--- config.mk ---
export PLATFORM = sky130hd
export DESIGN_NAME = useq_next_addr
export DESIGN_NICKNAME = d
export VERILOG_FILES = /design/src/rtl/useq_pkg.sv /design/src/rtl/useq_cond_mux.sv /design/src/rtl/useq_addr_mux.sv /design/src/rtl/useq_next_addr.sv
export SDC_FILE = /design/constraint.sdc
export NUM_CORES = 1
export LEC_CHECK = 0
export BUFFER_PORTS_ARGS = -buffer_cell sky130_fd_sc_hd__buf_2
export CORE_MARGIN = 3
export CORE_UTILIZATION = 43
export DETAILED_ROUTE_END_ITERATION = 6
export PLACE_DENSITY = 0.74
export SLEW_MARGIN = 15
export SYNTH_ARGS = -nofsm -noshare
export SYNTH_HDL_FRONTEND = slang
export SYNTH_HIERARCHICAL = 1
export SYNTH_SLANG_ARGS = --single-unit
--- constraint.sdc ---
create_clock -name clk -period 1.6 [get_ports clk]
set_input_delay 0.16 -clock clk [delete_from_list [all_inputs] [get_ports clk]]
set_output_delay 0.16 -clock clk [all_outputs]
set_load 0.05 [all_outputs]
--- src/rtl/useq_pkg.sv ---
package useq_pkg;
    localparam int ADDR_W = 7;
    localparam int OPC_W  = 4;

    typedef enum logic [1:0] {
        BR_JUMP   = 2'b00,
        BR_CALL   = 2'b01,
        BR_RETURN = 2'b10,
        BR_MAP    = 2'b11
    } br_kind_e;

    typedef enum logic [1:0] {
        SRC_INC = 2'b00,
        SRC_SBR = 2'b01,
        SRC_TGT = 2'b10,
        SRC_MAP = 2'b11
    } src_e;

    typedef enum logic [1:0] {
        CND_ALWAYS = 2'b00,
        CND_IND    = 2'b01,
        CND_SIGN   = 2'b10,
        CND_ZERO   = 2'b11
    } cond_e;
endpackage

--- src/rtl/useq_cond_mux.sv ---
module useq_cond_mux
    import useq_pkg::*;
(
    input  logic [1:0] cond_sel,
    input  logic       ind_bit,
    input  logic       sign_bit,
    input  logic       acc_zero,
    output logic       test_bit
);
    always_comb begin
        unique case (cond_e'(cond_sel))
            CND_ALWAYS: test_bit = 1'b1;
            CND_IND:    test_bit = ind_bit;
            CND_SIGN:   test_bit = sign_bit;
            CND_ZERO:   test_bit = acc_zero;
            default:    test_bit = 1'b1;
        endcase
    end
endmodule

--- src/rtl/useq_addr_mux.sv ---
module useq_addr_mux
    import useq_pkg::*;
#(
    parameter int AW = 7,
    parameter int OW = 4
) (
    input  logic [1:0]    sel,
    input  logic [AW-1:0] cur,
    input  logic [AW-1:0] sbr,
    input  logic [AW-1:0] tgt,
    input  logic [OW-1:0] opcode,
    output logic [AW-1:0] nxt
);
    localparam int PAD_HI = AW - OW - 2;

    logic [AW-1:0] inc_addr;
    logic [AW-1:0] map_addr;

    assign inc_addr = cur + AW'(1);

    generate
        if (PAD_HI > 0) begin : g_pad
            assign map_addr = {{PAD_HI{1'b0}}, opcode, 2'b00};
        end else begin : g_nopad
            assign map_addr = {opcode, 2'b00};
        end
    endgenerate

    always_comb begin
        unique case (src_e'(sel))
            SRC_INC: nxt = inc_addr;
            SRC_SBR: nxt = sbr;
            SRC_TGT: nxt = tgt;
            SRC_MAP: nxt = map_addr;
            default: nxt = inc_addr;
        endcase
    end
endmodule

--- src/rtl/useq_next_addr.sv ---
module useq_next_addr
    import useq_pkg::*;
#(
    parameter int AW         = 7,
    parameter int OW         = 4,
    parameter int FETCH_ADDR = 64
) (
    input  logic          clk,
    input  logic          rst,
    input  logic [1:0]    cond_sel,
    input  logic [1:0]    br_kind,
    input  logic [AW-1:0] tgt_addr,
    input  logic          ind_bit,
    input  logic          sign_bit,
    input  logic          acc_zero,
    input  logic [OW-1:0] opcode,
    output logic [AW-1:0] car,
    output logic [1:0]    src_sel,
    output logic          sbr_load
);
    localparam logic [AW-1:0] RESET_CAR = AW'(FETCH_ADDR);

    logic [AW-1:0] car_q;
    logic [AW-1:0] sbr_q;
    logic [AW-1:0] nxt_addr;
    logic          test_bit;
    src_e          sel_d;
    logic          load_d;

    useq_cond_mux u_cond (
        .cond_sel (cond_sel),
        .ind_bit  (ind_bit),
        .sign_bit (sign_bit),
        .acc_zero (acc_zero),
        .test_bit (test_bit)
    );

    // Output process: branch kind gated by test bit picks the source
    always_comb begin
        sel_d  = SRC_INC;
        load_d = 1'b0;
        unique case (br_kind_e'(br_kind))
            BR_JUMP: begin
                sel_d = test_bit ? SRC_TGT : SRC_INC;
            end
            BR_CALL: begin
                sel_d  = test_bit ? SRC_TGT : SRC_INC;
                load_d = test_bit;
            end
            BR_RETURN: begin
                sel_d = SRC_SBR;
            end
            BR_MAP: begin
                sel_d = SRC_MAP;
            end
            default: begin
                sel_d = SRC_INC;
            end
        endcase
    end

    useq_addr_mux #(.AW(AW), .OW(OW)) u_amux (
        .sel    (sel_d),
        .cur    (car_q),
        .sbr    (sbr_q),
        .tgt    (tgt_addr),
        .opcode (opcode),
        .nxt    (nxt_addr)
    );

    // State process: control address and return register
    always_ff @(posedge clk) begin
        if (rst) begin
            car_q <= RESET_CAR;
            sbr_q <= '0;
        end else begin
            car_q <= nxt_addr;
            if (load_d) begin
                sbr_q <= car_q + AW'(1);
            end
        end
    end

    assign car      = car_q;
    assign src_sel  = sel_d;
    assign sbr_load = load_d;
endmodule

==> metrics.txt <==
outcome finished clean; launching point of the worst reg2reg path car[0]; Maximum Capacitance Violations 0; violation count after the first detailed-route iteration 13; peak ir drop on the vdd network a little under 0.0005 V; RSZ-0062 raised after global routing no; I/O pin count 30; area enclosed by the die boundary around 0.0025 mm2; global-route wire length before repair between 2000 and 3000 um; mean instance size in the synthesized netlist 9.573 um2; cell type with the largest total area after synthesis dfxtp_1; transition time of the tightest slew-check pin approximately 0.27 ns; total count of max-transition violations in the final report 0; drt first pass iters 4; worst setup skew after layout 0.003646 ns; Clock Root Buffer clkbuf_4; Hold Buf Count CTS 0; type of the worst min-delay path in -> reg; data arrival time of the critical path approximately 1.7 ns; CTS sink count 14; standard-cell row count 15; Pwr Total approximately 0.9 mW; classification of the worst setup path reg -> reg; horizontal extent of the die about 50 um; overflow left after global routing 0; Worst Reg2Reg Path Length in Cells 5; post-layout minimum cycle time between 1.5 and 2 ns; vias in the first global route between 600 and 700; normalized max-slew margin between 80 and 90%; worst endpoint required time 1.81 ns; Syn Nets roughly 110; routability congestion estimate from global placement between 0.7 and 0.8; final layout net count 141; r2r endpoint sbr_q[6]; largest net degree at the start of global routing 15; final clock period utilization by the worst path between 90% and 100%; antenna diode count 0; sequential area share after synthesis ~34%; number of synthesis warnings 6; initial antenna violation count 0; count of mapped cells out of synthesis 86; Area growth syn-to-layout 30.40%; achievable clock frequency between 600 and 700 MHz; chip height approximately 50 um; average vias per placed instance between 5 and 6; internal reg-to-reg setup slack 0.09 ns; largest cells by area after synthesis dfxtp_1, mux4_2, nor2b_1, nor2_1, xnor2_1; initial core utilization between 40% and 50%; area of the placeable core roughly 0.0018 mm2; hold endpoint car[2]; final non-filler cell area ~0.0011 mm2; number of distinct standard cells referenced by the synthesized netlist 26; startpoint of the most critical hold path rst; endpoints failing hold 0; leakage power of the design 0.4520 nW; number of clock buffers inserted by TritonCTS 3; htree depth 1; startpoint class of the critical path flop; Netlist Area Pre-Place around 820 um2; wirelength, routed 1837 um; Routed Antenna Nets 0; maximum fanout along the worst path 6; top cell type's share of synthesized area about a third; maximum number of buffers from clock root to sink 2; Final Util roughly three fifths; cell area after placement 0.001022 mm2; worst skew pair latency approximately 0.29 ns; TritonCTS clock tree yes; commonest non-fill, non-tap cell in the layout buf_2; share of final-layout standard cells stronger than drive strength 1 ~47%; Port Buf Inserts 29; post-detail-place hpwl approximately 1400 um; Filler cells between 150 and 200; power density over cell area about 850 mW/mm2; number of synthesized register bits 14; count of vias placed by the detailed router approximately 740; overall routing resource usage 16.08%; clock-pin slew of the registers on the worst-case setup and hold paths 0.09 ns; routed wirelength normalized by instance count roughly 13 um; count of unresolved DRC violations after routing 0; setup violators final 0; type of element capturing the critical path flop; commonest non-fill, non-tap cells in the layout buf_2, nor2_1, dfxtp_1; hold path cells 2
## metal layers
layer,GRT usage (%),wire [um],vias up
li1,-,-,373
met1,20.52,860,342
met2,25.33,845,29
met3,5.136,131,0
met4,5.530,0,0
met5,0,0,-
## how the worst max path moves through the flow
stage               depth (start not counted)        to  slack, ns        start
finish                                      5  sbr_q[6]       0.09       car[0]
global route                                5    car[4]       0.03       car[0]
CTS                                         5    car[4]       0.08       car[0]
detailed placement                          9    car[6]     -0.003  cond_sel[0]
global placement                            9    car[6]       0.09  cond_sel[0]
floorplan                                   5    car[5]     -0.002       car[0]
## logic make-up after synthesis
kind of cell | after synthesis | synth area share, %
mux | 8 | 15.96
flops | 14 | 34.04
fa+ha+maj | 2 | 3.039
buf+inv | 6 | 3.648
compound gates | 14 | 11.70
xor+xnor | 8 | 8.510
simple gates | 34 | 23.10
## cell usage after synthesis
library cell / number
nand3_2: 2
nand2_1: 6
a311oi_2: 1
ha_1: 2
buf_2: 3
nor3b_2: 1
o31ai_1: 1
and3b_1: 1
xnor2_1: 4
a211oi_1: 4
buf_4: 1
or2_2: 1
or3_1: 2
nor2_1: 10
clkbuf_1: 2
nand3_1: 3
mux4_2: 4
mux2i_1: 3
xor2_1: 4
and3_4: 1
mux2_2: 1
a311oi_1: 1
a21oi_1: 3
o21ai_0: 4
nor2b_1: 7
dfxtp_1: 14
## where the power goes
group          internal, mW  switching, mW  leakage (nW)
registers             0.374         0.0338         0.118
logic                 0.103          0.140         0.313
clock network         0.139          0.126        0.0210
## repair_timing
action	in CTS	in global routing
gates resized for setup	0	0
endpoints found under the setup margin	0	1
buffers inserted	0	2
## flip-flops by register name (all words and copies together), names as in the netlist
register / count
car: 7
sbr_q: 7
## worst max-delay path, stage by stage, from the launching register on
cell and delay (ns):
dfxtp_4 0.40, buf_4 0.12, ha_1 0.19, nand3_2 0.11
or3_1 0.38, a311oi_2 0.24
## metrics by stage
stage / cells / setup TNS (ns) / hold slack [ns] / worst slack, ns
final: 143 / 0 / 0.2154 / 0.09496
after global routing: 143 / 0 / 0.2292 / 0.02534
after CTS: 141 / 0 / 0.2135 / 0.08410
after detailed placement: 137 / -0.003043 / 0.4943 / -0.003043
after global placement: 137 / 0 / 0.4761 / 0.08578
after floorplan: 86 / -0.002387 / 0.2219 / -0.002387
## cell type report
cell class	instances	area [um2]	area share, %
Sequential cell	14	294.0	27.39
Clock buffer	4	36.28	3.380
Tap cell	25	31.28	2.914
Timing Repair Buffer	34	182.7	17.02
Multi-Input combinational cell	66	529.3	49.30
Note: power is estimated with default switching activity, not from simulation.
